==> config.mk <==
export PLATFORM = sky130hd
export DESIGN_NAME = line_xfer_ctrl
export DESIGN_NICKNAME = d
export VERILOG_FILES = /design/src/rtl/lxfer_pkg.sv /design/src/rtl/lxfer_strobe_det.sv /design/src/rtl/lxfer_line_hold.sv /design/src/rtl/lxfer_pol_map.sv /design/src/rtl/lxfer_settle.sv /design/src/rtl/lxfer_guard.sv /design/src/rtl/line_xfer_ctrl.sv
export SDC_FILE = /design/constraint.sdc
export NUM_CORES = 1
export LEC_CHECK = 0
export BUFFER_PORTS_ARGS = -buffer_cell sky130_fd_sc_hd__buf_4
export CAP_MARGIN = 20
export CORE_AREA = 2 2 316 318
export CTS_CLUSTER_SIZE = 30
export DETAILED_ROUTE_END_ITERATION = 12
export DIE_AREA = 0 0 318 320
export RECOVER_POWER = 25
export SETUP_SLACK_MARGIN = 0.02
export SYNTH_ARGS = -nofsm -noshare
export SYNTH_HDL_FRONTEND = slang
export SYNTH_SLANG_ARGS = --single-unit
==> constraint.sdc <==
create_clock -name clk_i -period 1.69 [get_ports clk_i]
set_input_delay 0.2535 -clock clk_i [delete_from_list [all_inputs] [get_ports clk_i]]
set_output_delay 0.2535 -clock clk_i [all_outputs]
set_load 0.02 [all_outputs]
==> src/rtl/lxfer_pkg.sv <==
package lxfer_pkg;
  // idx is 0-based; channel number idx+1, even number -> positive when pol=1
  function automatic logic chan_positive(input logic pol, input int unsigned idx);
    logic even_num;
    even_num = ((idx + 1) % 2) == 0;
    return even_num ? pol : ~pol;
  endfunction
endpackage

==> src/rtl/lxfer_strobe_det.sv <==
module lxfer_strobe_det (
  input  logic clk_i,
  input  logic rst_ni,
  input  logic load_i,
  output logic rise_o
);
  logic load_q;

  always_ff @(posedge clk_i or negedge rst_ni) begin
    if (!rst_ni) load_q <= 1'b0;
    else         load_q <= load_i;
  end

  assign rise_o = load_i & ~load_q;

  a_r4_single_capture: assert property (@(posedge clk_i) disable iff (!rst_ni)
    rise_o |=> !rise_o);
endmodule

==> src/rtl/lxfer_line_hold.sv <==
module lxfer_line_hold #(
  parameter int N_CH   = 48,
  parameter int CODE_W = 8
) (
  input  logic                     clk_i,
  input  logic                     rst_ni,
  input  logic                     cap_i,
  input  logic [N_CH*CODE_W-1:0]   line_i,
  output logic [N_CH*CODE_W-1:0]   held_o
);
  for (genvar c = 0; c < N_CH; c++) begin : g_ch
    logic [CODE_W-1:0] code_q;
    always_ff @(posedge clk_i or negedge rst_ni) begin
      if (!rst_ni)    code_q <= '0;
      else if (cap_i) code_q <= line_i[c*CODE_W +: CODE_W];
    end
    assign held_o[c*CODE_W +: CODE_W] = code_q;
  end

  a_r3_hold_stable: assert property (@(posedge clk_i) disable iff (!rst_ni)
    !cap_i |=> $stable(held_o));
  a_r3_hold_copy: assert property (@(posedge clk_i) disable iff (!rst_ni)
    cap_i |=> (held_o == $past(line_i)));
endmodule

==> src/rtl/lxfer_pol_map.sv <==
module lxfer_pol_map #(
  parameter int N_CH = 48
) (
  input  logic            clk_i,
  input  logic            rst_ni,
  input  logic            cap_i,
  input  logic            pol_i,
  output logic [N_CH-1:0] pos_o
);
  logic pol_q;

  always_ff @(posedge clk_i or negedge rst_ni) begin
    if (!rst_ni)    pol_q <= 1'b0;
    else if (cap_i) pol_q <= pol_i;
  end

  for (genvar c = 0; c < N_CH; c++) begin : g_map
    assign pos_o[c] = lxfer_pkg::chan_positive(pol_q, c);
  end

  a_r1_pol_capture: assert property (@(posedge clk_i) disable iff (!rst_ni)
    cap_i |=> (pos_o[0] == !$past(pol_i)));
  a_r1_pol_hold: assert property (@(posedge clk_i) disable iff (!rst_ni)
    !cap_i |=> $stable(pos_o));
  a_r2_flip: assert property (@(posedge clk_i) disable iff (!rst_ni)
    (cap_i && (pol_i != pol_q)) |=> (pos_o == ~$past(pos_o)));
endmodule

==> src/rtl/lxfer_settle.sv <==
module lxfer_settle #(
  parameter int SETTLE_CYC = 253
) (
  input  logic clk_i,
  input  logic rst_ni,
  input  logic cap_i,
  output logic valid_o
);
  localparam int CW = $clog2(SETTLE_CYC + 1);

  logic [CW-1:0] rem_q;
  logic          armed_q;

  always_ff @(posedge clk_i or negedge rst_ni) begin
    if (!rst_ni) begin
      rem_q   <= '0;
      armed_q <= 1'b0;
    end else if (cap_i) begin
      rem_q   <= CW'(SETTLE_CYC);
      armed_q <= 1'b1;
    end else if (rem_q != '0) begin
      rem_q   <= rem_q - 1'b1;
    end
  end

  assign valid_o = armed_q && (rem_q == '0);

  a_r6_cap_drops_valid: assert property (@(posedge clk_i) disable iff (!rst_ni)
    cap_i |=> !valid_o);
  a_r5_valid_at_end: assert property (@(posedge clk_i) disable iff (!rst_ni)
    $rose(valid_o) |-> ($past(rem_q) == CW'(1)));
endmodule

==> src/rtl/lxfer_guard.sv <==
module lxfer_guard (
  input  logic clk_i,
  input  logic rst_ni,
  input  logic rise_i,
  input  logic start_i,
  input  logic data_wr_i,
  output logic err_o
);
  logic rise_q, err_q, viol;

  // start must wait two clocks after the capture; data must stop one clock before
  assign viol = (rise_i & (start_i | data_wr_i)) | (rise_q & start_i);

  always_ff @(posedge clk_i or negedge rst_ni) begin
    if (!rst_ni) begin
      rise_q <= 1'b0;
      err_q  <= 1'b0;
    end else begin
      rise_q <= rise_i;
      err_q  <= viol;
    end
  end

  assign err_o = err_q;

  a_r7_start_flag: assert property (@(posedge clk_i) disable iff (!rst_ni)
    (rise_i && start_i) |=> err_o);
  a_r8_data_flag: assert property (@(posedge clk_i) disable iff (!rst_ni)
    (rise_i && data_wr_i) |=> err_o);
endmodule

==> src/rtl/line_xfer_ctrl.sv <==
module line_xfer_ctrl #(
  parameter int N_CH       = 48,
  parameter int CODE_W     = 8,
  parameter int SETTLE_CYC = 253
) (
  input  logic                   clk_i,
  input  logic                   rst_ni,
  input  logic                   load_i,
  input  logic                   pol_i,
  input  logic                   start_i,
  input  logic                   data_wr_i,
  input  logic [N_CH*CODE_W-1:0] line_i,
  output logic [N_CH*CODE_W-1:0] held_o,
  output logic [N_CH-1:0]        pos_o,
  output logic                   valid_o,
  output logic                   timing_err_o
);
  logic cap;

  lxfer_strobe_det i_det (
    .clk_i, .rst_ni, .load_i, .rise_o(cap)
  );

  lxfer_line_hold #(.N_CH(N_CH), .CODE_W(CODE_W)) i_hold (
    .clk_i, .rst_ni, .cap_i(cap), .line_i, .held_o
  );

  lxfer_pol_map #(.N_CH(N_CH)) i_pol (
    .clk_i, .rst_ni, .cap_i(cap), .pol_i, .pos_o
  );

  lxfer_settle #(.SETTLE_CYC(SETTLE_CYC)) i_settle (
    .clk_i, .rst_ni, .cap_i(cap), .valid_o
  );

  lxfer_guard i_guard (
    .clk_i, .rst_ni, .rise_i(cap), .start_i, .data_wr_i, .err_o(timing_err_o)
  );

  a_r9_reset_quiet: assert property (@(posedge clk_i) disable iff (!rst_ni)
    $rose(rst_ni) |-> (!valid_o && !timing_err_o));
endmodule

* Word-level counts from Yosys, hierarchy flattened
Cells that the tools add are included.
** Cells by class
- Muxes and demuxes :: 2
- Bitwise operators :: 7
- Equality and inequality tests :: 0
- Divide/modulo/power cells :: 0
- Add/subtract/negate cells :: 1
- $mul :: 0
- Reductions and logical operators :: 4
- Shift operators :: 0
- Order comparisons :: 0
** Operators by type and width (count)
- $mux W8 :: 2
- $logic_not A8 Y1 :: 1
- $reduce_bool A8 Y1 :: 1
- $sub A8 B1 Y8 const B :: 1
- $and A1 B1 Y1 :: 3
- $not A1 Y1 :: 2
- $or A1 B1 Y1 :: 2
- $reduce_bool A2 Y1 :: 1
- $logic_and A1 B1 Y1 :: 1
** Word-level totals
- Register bits :: 397
- Output and inout port bits :: 434
- Bits in writable memories :: 0
- Logic and storage cells :: 68
- Memories :: 0
- ROM bits :: 0
- Bits in latches :: 0

* Depth between registers and ports, before layout
- Depth after elaboration :: 4
- Mapped depth :: 6

* Modules after synthesis
From an unflattened synthesis, not the netlist that was laid out.
** Unflattened totals
- Cell total of the unflattened synthesis :: 917
- Area, all modules :: 16819.9 um^2
** By module, submodules not included
- lxfer_line_hold :: cells an instance 811, times used 1, seq. area each 9609.2 um^2, area an instance 15815.2 um^2
- lxfer_settle :: cells an instance 49, times used 1, seq. area each 225.2 um^2, area an instance 506.7 um^2
- lxfer_pol_map :: cells an instance 50, times used 1, seq. area each 25.0 um^2, area an instance 396.6 um^2
- lxfer_guard :: cells an instance 5, times used 1, seq. area each 50.0 um^2, area an instance 62.6 um^2
- lxfer_strobe_det :: cells an instance 2, times used 1, seq. area each 25.0 um^2, area an instance 38.8 um^2

* Least setup slack after synthesis
Ideal clock, no wire load.
- Kind :: register to output
- Start point :: register i_pol.pol_q
- End point :: output pos_o[10]
- Cell stages (with the launch flop) :: 3
- Setup slack :: 0.013 ns
- Path buffers :: 1
- Data required time :: 1.436 ns
- Data arrival time :: 1.423 ns
- Cell sequence :: dfrtp_1 inv_1 buf_4
** On the way
- Word-level cells in the longest chain between the ends :: 1
** RTL lines
- start, declared :: RTL line lxfer_pol_map.sv:10 : logic pol_q;
- start signal, assigned :: RTL line lxfer_pol_map.sv:14 : else if (cap_i) pol_q <= pol_i;
- $not A1 Y1
- end, declared :: RTL line line_xfer_ctrl.sv:14 : output logic [N_CH-1:0] pos_o,
No other way between the ends.

* Final worst setup path
- Start point :: register i_settle.rem_q[0]
- End point :: output valid_o
** On the way
- Word-level cells in the longest chain between the ends :: 2
** RTL lines
- start, declared :: RTL line lxfer_settle.sv:11 : logic [CW-1:0] rem_q;
- start signal, assigned :: RTL line lxfer_settle.sv:19 : rem_q <= CW'(SETTLE_CYC);
- start signal, assigned :: RTL line lxfer_settle.sv:22 : rem_q <= rem_q - 1'b1;
- $logic_not A8 Y1 :: RTL line lxfer_settle.sv:26 : assign valid_o = armed_q && (rem_q == '0);
- $logic_and A1 B1 Y1 :: RTL line lxfer_settle.sv:26
- end, declared :: RTL line line_xfer_ctrl.sv:15 : output logic valid_o,
No other way between the ends.

==> metrics.yaml <==
slew_headroom: 0.387
die_w_um: 318
synth.distinct_cells: 29
ctsLongestPathBuffers: 3
dr.first_iter.drc_count: 686
yosysWarnings: 0
crit_path_max_incr_delay_ns: 0.38
avgSynthCellArea_um2: 8.85
clock_latency_ns: 0.59
period_share: 1.16
violations: "setup timing"
post-route-util: 0.297
pwr-share-seq: 0.389
cp_slowest_cell: "dfrtp_1"
crit_path_end_kind: "primary output"
p_clk_frac: 0.346
tightestPinTransition_ns: 0.919
cts.sinks: 397
finalNetCount: 3342
totalPowerFinal_mw: 29.6
crit_type: "register to primary output"
die-area_mm2: 0.102
antenna_left: 0
synth_fp_nets: 2120
grtUsageMet1: 0.132
seq_area_frac_synth: 0.650
status: "finished with violations"
rsz0062_at_grt: "true"
cts_tree: "built"
dp.final_hpwl_um: 43200
antenna_found_initial: 1
synth_ff_type: "dfrtp_1"
drive_gt1_frac: 0.334
coreArea_mm2: 0.0980
worst_slack_ns: -0.271
use_met2: 0.205
grt_pass1_wl_um: 95000
overflow: 0
power_density_mw_per_mm2: 1020
synth_area_leaders: "dfrtp_1, nand2_1, buf_4"
clk_pin_slew_ns: 0.06
io_buffers: 823
initial_utilization: 0.156
synth_top_cell_area_share: 0.650
drc: 0
peakVddDrop_v: 0.000673
yosys.area.top_type: "dfrtp_1"
dr.pass1.iters: 5
start_kind: "register"
cap_violations: 0
wl_per_cell_um: 14.5
die_h_um: 320
synthArstFlopShare: 1.00
grt_max_degree: 91
syn_inst: 1728
skew_ns: 0.0166
internal-power_mw: 20.7
setup_violations: 40
p_sw_frac: 0.301
area_growth_pct: 90.0
use_met3: 0.0414
slew_viol_final: 0
htree_levels: 2
crit_arrival_ns: 1.71
rows: 115
io_pins: 824
path_max_fanout: 2
hp-class: "input port to register"
fin_crit_ns: 1.96
power.switching_mw: 8.91
ys_seq_elements: 397
diodes: 0
path_cells: "inv_2 -> ha_4 -> nor3b_4 -> and3_4 -> buf_6"
holdWs_ns: 0.399
place.gp.congestion: 0.819
fmax_mhz: 510
route.vias.total: 15760
hold_violations: 0
grt_pass1_vias: 16713
wirelength_um: 62000
cts_root_buffer: "clkbuf_16"
p_leak_nw: 15.3
grt.busiest_layer: "met2"
cts_buffers: 48
viasPerCell: 3.69
p_comb_frac: 0.265
critPathRequiredTime_ns: 1.44
track_usage: 0.117
synth_edf_count: 0
syn_area_mm2: 0.0153
==> power by group through the flow <==
stage               Clock (mW)  Combinational [mW]  Sequential, mW
global placement             0                6.75            11.6
detailed placement           0                6.82            11.6
global route              11.0                8.39            11.6
finish                    10.2                7.83            11.5
floorplan                    0                1.70            13.0
CTS                       10.6                7.84            11.5
==> cell usage after synthesis (3+ instances only) <==
library cell,count
buf_1,13
o21ai_0,3
buf_4,47
a21oi_1,6
buf_2,23
nand2_1,1153
inv_1,5
clkbuf_1,50
dfrtp_1,397
nor2_1,5
==> sequential cells by signal (all words and copies together), names as in the netlist <==
name	cells
i_det.load_q	1
i_guard.err_o	1
i_guard.rise_q	1
i_hold.g_ch.code_q	384
i_pol.pol_q	1
i_settle.armed_q	1
i_settle.rem_q	8
==> layer usage <==
| layer | wire [um] | share of wire | vias to the layer above |
|---|---|---|---|
| met4 | 1800 | 0.029 | 2 |
| met2 | 31000 | 0.50 | 585 |
| li1 | - | - | 7604 |
| met1 | 24200 | 0.39 | 7461 |
| met3 | 5010 | 0.081 | 108 |
| met5 | 13 | 0.00021 | - |
==> layout make-up <==
cell class / count / area, um2
fill: 9944 / 68900
timing repair buffer: 1302 / 11200
sequential: 397 / 9940
multi-input combinational: 1192 / 4670
tap: 1287 / 1610
clock buffer: 78 / 1490
clock inverter: 6 / 82.6
inverter: 6 / 33.8
timing repair inverter: 3 / 22.5
==> worst max-delay path, delay by kind of cell (launching register included) <==
family / cells / cell delay (ns)
simple gates: 2 / 0.42
flops: 1 / 0.38
fa+ha+maj: 1 / 0.14
buf+inv: 2 / 0.19
==> cells in the final DEF (no fill, tap or decap), types with 2 or more instances in the layout <==
cell type,Yosys,routed
clkinv_2,0,3
buf_2,23,2
o31ai_1,2,2
buf_12,0,19
clkbuf_16,0,49
dfrtp_1,397,395
inv_2,1,2
bufinv_16,0,2
nand2_1,1153,1153
clkbuf_8,0,15
mux2i_1,2,2
inv_1,5,2
dfrtp_2,0,2
buf_6,0,27
a211oi_2,2,2
clkinvlp_4,0,5
clkbuf_4,0,5
nor2_1,5,5
a21oi_1,6,5
clkbuf_2,0,5
dlygate4sd3_1,0,389
buf_4,47,819
and2_2,2,2
o21ai_0,3,3
clkbuf_1,50,26
buf_8,0,23
==> logic make-up (layout without fill, tap and decap cells) <==
group | Yosys count | in the layout | synth area share
mux | 2 | 2 | 0.00131
simple gates | 1171 | 1171 | 0.292
flops | 397 | 397 | 0.650
buf+inv | 139 | 1395 | 0.0475
compound gates | 17 | 17 | 0.00818
fa+ha+maj | 2 | 2 | 0.00164
==> worst paths after layout <==
kind	startpoint	to	slack, ns	depth (start not counted)
hold / removal	line_i[121]	i_hold.g_ch[15].code_q[1]$_DFFE_PN0P_	0.40	4
min in group asynchronous	rst_ni	i_hold.g_ch[20].code_q[4]$_DFFE_PN0P_	0.41	2
setup reg to reg	i_settle.rem_q[1]$_DFFE_PN0P_	i_settle.rem_q[4]$_DFFE_PN0P_	0.07	6
setup / recovery	i_settle.rem_q[0]$_DFFE_PN0P_	valid_o	-0.27	5
hold reg to reg	i_hold.g_ch[40].code_q[5]$_DFFE_PN0P_	i_hold.g_ch[40].code_q[5]$_DFFE_PN0P_	0.47	2
max in group asynchronous	rst_ni	i_hold.g_ch[3].code_q[5]$_DFFE_PN0P_	0.13	3
==> timing repair <==
item | 4_1_cts | 5_1_grt
endpoints found under the hold margin | 407 | 0
buffers inserted | 7 | 2
hold buffers | 389 | 0
pin swaps | 1 | 0
gates resized for setup | 65 | 29
endpoints found under the setup margin | 49 | 50
cloned | 6 | 0
==> per-stage QoR <==
| stage | TNS (ns) | worst slack (ns) | area, um2 | std cells |
|---|---|---|---|---|
| global placement | 0 | 0.166 | 23300 | 3785 |
| finish | -2.20 | -0.271 | 29100 | 4271 |
| CTS | -3.89 | -0.315 | 29100 | 4271 |
| global route | -5.79 | -0.356 | 29100 | 4271 |
| floorplan | 0 | 0.174 | 15300 | 1728 |
| detailed placement | 0 | 0.135 | 23300 | 3785 |
Power figures use the tool's default switching activity.
